--- src/rtl/dbell_pkg.sv ---
package dbell_pkg;

    typedef enum logic [1:0] {
        ALIAS_STAT = 2'd0,
        ALIAS_SET  = 2'd1,
        ALIAS_CLR  = 2'd2,
        ALIAS_NONE = 2'd3
    } dbell_alias_e;

    typedef struct packed {
        logic ns_touch;
        logic rd_stat;
        logic wr_set;
        logic wr_clr;
    } dbell_dec_t;

endpackage

--- src/rtl/dbell_decode.sv ---
module dbell_decode
    import dbell_pkg::*;
#(
    parameter int                ADDR_W  = 12,
    parameter logic [ADDR_W-1:0] BASE    = 12'h200,
    parameter logic [ADDR_W-1:0] SET_OFS = 12'h008,
    parameter logic [ADDR_W-1:0] CLR_OFS = 12'h010
) (
    input  logic              clk,
    input  logic              rst_n,
    input  logic              valid,
    input  logic              write,
    input  logic              secure,
    input  logic [ADDR_W-1:0] addr,
    output dbell_dec_t        dec
);
    localparam logic [ADDR_W-1:0] SET_ADDR = BASE + SET_OFS;
    localparam logic [ADDR_W-1:0] CLR_ADDR = BASE + CLR_OFS;

    dbell_alias_e alias_kind;

    always_comb begin
        if (addr == BASE)          alias_kind = ALIAS_STAT;
        else if (addr == SET_ADDR) alias_kind = ALIAS_SET;
        else if (addr == CLR_ADDR) alias_kind = ALIAS_CLR;
        else                       alias_kind = ALIAS_NONE;
    end

    always_comb begin
        dec = '0;
        if (valid) begin
            unique case (alias_kind)
                ALIAS_STAT: begin
                    dec.ns_touch = !secure;
                    dec.rd_stat  = secure && !write;
                end
                ALIAS_SET: begin
                    dec.ns_touch = !secure;
                    dec.wr_set   = secure && write;
                end
                ALIAS_CLR: begin
                    dec.ns_touch = !secure;
                    dec.wr_clr   = secure && write;
                end
                ALIAS_NONE: dec = '0;
            endcase
        end
    end

    assert_dec_exclusive_R8: assert property (@(posedge clk) disable iff (!rst_n)
        $onehot0({dec.ns_touch, dec.rd_stat, dec.wr_set, dec.wr_clr}));

endmodule

--- src/rtl/dbell_channel.sv ---
module dbell_channel
    import dbell_pkg::*;
#(
    parameter int DATA_W = 32
) (
    input  logic              clk,
    input  logic              rst_n,
    input  dbell_dec_t        dec,
    input  logic [DATA_W-1:0] wdata,
    output logic [DATA_W-1:0] status,
    output logic              irq
);
    localparam int FLAG = DATA_W - 1;

    always_ff @(posedge clk or negedge rst_n) begin
        if (!rst_n) begin
            status <= '0;
        end else if (dec.ns_touch) begin
            status[FLAG] <= 1'b1;
        end else if (dec.wr_set) begin
            status[FLAG-1:0] <= status[FLAG-1:0] | wdata[FLAG-1:0];
        end else if (dec.wr_clr) begin
            status <= status & ~wdata;
        end
    end

    always_comb irq = |status[FLAG-1:0];

    assert_set_raises_R2: assert property (@(posedge clk) disable iff (!rst_n)
        dec.wr_set |=> ((status[FLAG-1:0] & $past(wdata[FLAG-1:0])) == $past(wdata[FLAG-1:0])));

    assert_clr_lowers_R3: assert property (@(posedge clk) disable iff (!rst_n)
        dec.wr_clr |=> ((status & $past(wdata)) == '0));

    assert_ns_flag_only_R6: assert property (@(posedge clk) disable iff (!rst_n)
        dec.ns_touch |=> (status[FLAG] && status[FLAG-1:0] == $past(status[FLAG-1:0])));

    assert_set_keeps_flag_R7: assert property (@(posedge clk) disable iff (!rst_n)
        dec.wr_set |=> (status[FLAG] == $past(status[FLAG])));

    assert_idle_stable_R9: assert property (@(posedge clk) disable iff (!rst_n)
        !(dec.ns_touch || dec.wr_set || dec.wr_clr) |=> $stable(status));

endmodule

--- src/rtl/dbell_mailbox.sv ---
module dbell_mailbox
    import dbell_pkg::*;
#(
    parameter int                ADDR_W   = 12,
    parameter int                DATA_W   = 32,
    parameter logic [ADDR_W-1:0] IN_BASE  = 12'h200,
    parameter logic [ADDR_W-1:0] OUT_BASE = 12'h300
) (
    input  logic              clk,
    input  logic              rst_n,
    input  logic              bus_valid,
    input  logic              bus_write,
    input  logic              bus_secure,
    input  logic [ADDR_W-1:0] bus_addr,
    input  logic [DATA_W-1:0] bus_wdata,
    output logic [DATA_W-1:0] bus_rdata,
    output logic              irq_app,
    output logic              irq_ctl
);
    localparam int NCH = 2;

    dbell_dec_t        dec    [NCH];
    logic [DATA_W-1:0] status [NCH];
    logic [NCH-1:0]    irq_v;

    for (genvar ch = 0; ch < NCH; ch++) begin : g_ch
        localparam logic [ADDR_W-1:0] CH_BASE = (ch == 0) ? IN_BASE : OUT_BASE;

        dbell_decode #(
            .ADDR_W (ADDR_W),
            .BASE   (CH_BASE)
        ) u_dec (
            .clk    (clk),
            .rst_n  (rst_n),
            .valid  (bus_valid),
            .write  (bus_write),
            .secure (bus_secure),
            .addr   (bus_addr),
            .dec    (dec[ch])
        );

        dbell_channel #(
            .DATA_W (DATA_W)
        ) u_chan (
            .clk    (clk),
            .rst_n  (rst_n),
            .dec    (dec[ch]),
            .wdata  (bus_wdata),
            .status (status[ch]),
            .irq    (irq_v[ch])
        );
    end

    always_comb begin
        bus_rdata = '0;
        for (int ch = 0; ch < NCH; ch++) begin
            if (dec[ch].rd_stat) bus_rdata = bus_rdata | status[ch];
        end
    end

    assign irq_app = irq_v[0];
    assign irq_ctl = irq_v[1];

    assert_rdata_zero_R8: assert property (@(posedge clk) disable iff (!rst_n)
        (!bus_valid || bus_write || !bus_secure) |-> (bus_rdata == '0));

    assert_set_irq_R5: assert property (@(posedge clk) disable iff (!rst_n)
        (dec[1].wr_set && |bus_wdata[DATA_W-2:0]) |=> irq_ctl);

endmodule

--- config.mk ---
export PLATFORM = sky130hd
export DESIGN_NAME = dbell_mailbox
export DESIGN_NICKNAME = d
export VERILOG_FILES = /design/src/rtl/dbell_pkg.sv /design/src/rtl/dbell_decode.sv /design/src/rtl/dbell_channel.sv /design/src/rtl/dbell_mailbox.sv
export SDC_FILE = /design/constraint.sdc
export NUM_CORES = 1
export LEC_CHECK = 0
export BUFFER_PORTS_ARGS = -buffer_cell sky130_fd_sc_hd__buf_2
export CAP_MARGIN = 20
export CORE_MARGIN = 10
export CORE_UTILIZATION = 50
export CTS_CLUSTER_SIZE = 30
export DETAILED_ROUTE_END_ITERATION = 10
export PLACE_DENSITY = 0.75
export SETUP_SLACK_MARGIN = 0.5
export SKIP_CTS_REPAIR_TIMING = 1
export SLEW_MARGIN = 20
export SYNTH_ARGS = -nofsm -noshare
export SYNTH_HDL_FRONTEND = slang
export SYNTH_SLANG_ARGS = --single-unit
--- constraint.sdc ---
create_clock -name clk -period 6 [get_ports clk]
set_clock_uncertainty 0.1 [all_clocks]
set_input_delay 0.6 -clock clk [delete_from_list [all_inputs] [get_ports clk]]
set_output_delay 0.6 -clock clk [all_outputs]
set_load 0.01 [all_outputs]
==> reports/qor.yml <==
yosys:
  syn_inst: 286
  synth_area_um2: 3670
  ys_ff_latch: 64
  synthArstFlopShare: 1.00
  synth_top_family_by_area: "multiplexers"
  ys_types: 29
  synth_ff_type: "dfrtp_1"
  synthSimpleGateAreaFrac: 0.203
  syn-num-nets: 335
  synthAdderAreaFrac: 0
  synth_edf_count: 0
  ys_seq_area_frac: 0.437
  synthXorXnorAreaFrac: 0.00239
  synth_warnings: 0
  synth_compound_area_frac: 0.0850
  avgSynthCellArea_um2: 12.8
  synthMuxAreaShare: 0.221
cts:
  clock_latency_ns: 0.34
  cts_buffers: 9
  root_buffer: "clkbuf_8"
  clockBufferDepth: 2
  cts.reportedPaths.clkPinSlew_ns: 0.07
  htree_num_levels: 3
  clock_sinks: 64
  cts_tree: "built"
final_layout:
  fin_nets: 408
  fin_area_um2: 4240
  final_util: 0.590
  area_growth_pct: 15.5
  drive_above_1_share: 0.465
  regArea_um2: 1600
  multi_input_comb_area_um2: 1890
  fillers: 618
  diodes: 0
floorplan:
  initial_core_util: 0.511
  rows: 31
  core_um2: 7180
  die_y_um: 106
  ios: 83
  die-area_um2: 11200
  dieWidth_um: 106
worst_setup_path:
  path_buf_inv: 2
  startpoint_type: "primary input"
  critical_path.top_delay_family: "simple AND/OR/NAND/NOR gates"
  slowest_delay_ns: 0.65
  critPathLaunch: "bus_addr[5]"
  path_cells: "buf_2, or4b_4, or3_4, nor2_4, a22o_1, buf_2"
  r2r_cells: 1
  required_ns: 5.30
  reg2reg_slack_ns: 5.07
  crit_top_cell: "buf_2"
  cp.arrival_ns: 2.79
  worstSetupPathType: "in -> out"
  cp-endpoint: "bus_rdata[29]"
  critPathCaptureType: "primary output"
  worst-path-stages: 6
  crit_path_top_delay_cell: "nor2_4"
  crit_fanout: 32
power_and_ir_drop:
  ir_drop_uv: 96.0
  p_switching_mw: 0.191
  powerDensity_nw_per_um2: 190
  swShare: 0.237
  pwr-share-clk: 0.399
  leakage_nw: 2.10
  internal_power_mw: 0.615
  comb_power_share: 0.065
  p_seq_frac: 0.536
global_route:
  grt_pass1_vias: 2987
  grt_overflow: 0
  antenna_found_initial: 0
  grt_first_pass_wirelength_um: 15000
  grt_use_total: 0.163
  grt_max_degree: 65
detailed_routing:
  vias: 2717
  drcViolationCount: 0
  routed_via_density: 5.91
  antenna_left: 0
  avgRoutedWirePerCell_um: 19.9
  first_pass_iters: 4
  wl_um: 9170
  first_iter_violations: 121
run_status:
  status: "completed"
timing:
  tightest_slew_ns: 0.815
  rsz0062_at_grt: "false"
  finalCritPeriodShare: 0.582
  period_minus_slack_ns: 3.49
  slew_headroom: 0.455
  fin_tns_setup_ns: 0
  hold_viol_final: 0
  finalSetupViolations: 0
  drv_slew: 0
  max_freq_mhz: 287
run:
  drv_cap: 0
placement:
  place_congestion: 0.786
  portBuffers: 82
  dp_hpwl_um: 6140
  place_area_um2: 4080
hold_path:
  min_path_type: "in -> async"
how the worst min path moves through the flow:
| stage | from | slack, ns | to |
|---|---|---|---|
| 3_3_place_gp | g_ch[0].u_chan.status[31] | 0.40 | g_ch[0].u_chan.status[31] |
| 2_1_floorplan | rst_n | 0.20 | async pin |
| 6_report | rst_n | 0.34 | async pin |
| 4_1_cts | rst_n | 0.37 | async pin |
| 5_1_grt | rst_n | 0.40 | async pin |
| 3_5_place_dp | flop | 0.40 | flop |
cells in the final DEF (no fill, tap or decap), drive strengths merged, types with 3 or more instances in the layout:
| cell | n |
|---|---|
| nor2 | 3 |
| dfrtp | 64 |
| o21ai | 4 |
| nand3 | 62 |
| buf | 87 |
| or4b | 3 |
| or4 | 3 |
| nor4 | 14 |
| mux2 | 62 |
| a22o | 32 |
| clkbuf | 12 |
metrics by stage:
stage	power (mW)	hold WS, ns	setup WS (ns)	instances
after global placement	0.491	0.396	2.54	446
final	0.806	0.335	2.51	460
after global routing	0.835	0.401	2.44	460
after floorplan	0.457	0.204	3.20	286
after CTS	0.812	0.369	2.50	460
after detailed placement	0.494	0.402	2.50	447
layout make-up:
cell class / count / share of cell area
Multi-Input combinational cell: 197 / 0.446
Timing Repair Buffer: 87 / 0.109
Tap cell: 99 / 0.0292
Clock buffer: 12 / 0.0366
Clock inverter: 1 / 0.00118
Sequential cell: 64 / 0.378
cell families after synthesis:
| group | count (synthesis) |
|---|---|
| and+or+nand+nor | 97 |
| DFF | 64 |
| buffers and inverters | 25 |
| AOI/OAI and AO/OA | 37 |
| muxes | 62 |
| xor gates and xnor gates | 1 |
power groups by stage:
stage	combinational [mW]	clock (mW)	sequential, mW
floorplan	0.0166	0	0.440
global placement	0.0502	0	0.440
detailed placement	0.0533	0	0.440
CTS	0.0535	0.326	0.432
global route	0.0583	0.345	0.432
finish	0.0525	0.322	0.432
synthesized netlist by cell type (2+ instances only):
| cell type | n | area (um2) |
|---|---|---|
| dfrtp_1 | 64 | 1600 |
| a22o_1 | 32 | 280 |
| mux2_1 | 32 | 360 |
| nand3_1 | 32 | 160 |
| mux2_4 | 30 | 450 |
| nand3_2 | 30 | 300 |
| nor4_1 | 14 | 87.6 |
| buf_6 | 12 | 135 |
| buf_2 | 6 | 30.0 |
| clkbuf_1 | 6 | 22.5 |
| or4_1 | 3 | 22.5 |
| and4_1 | 2 | 17.5 |
| nand4_1 | 2 | 12.5 |
| nor2_4 | 2 | 22.5 |
| nor3_4 | 2 | 32.5 |
| o21ai_0 | 2 | 10.0 |
| o21ai_1 | 2 | 10.0 |
| or4b_4 | 2 | 27.5 |
routing by layer:
metal / global-route usage / part of all wire / wire (um)
met1: 0.202 / 0.44 / 4050
met2: 0.262 / 0.49 / 4470
met3: 0.0475 / 0.055 / 500
met4: 0.0648 / 0.016 / 151
met5: 0 / 0 / 0
(Power assumes the default switching activity.)
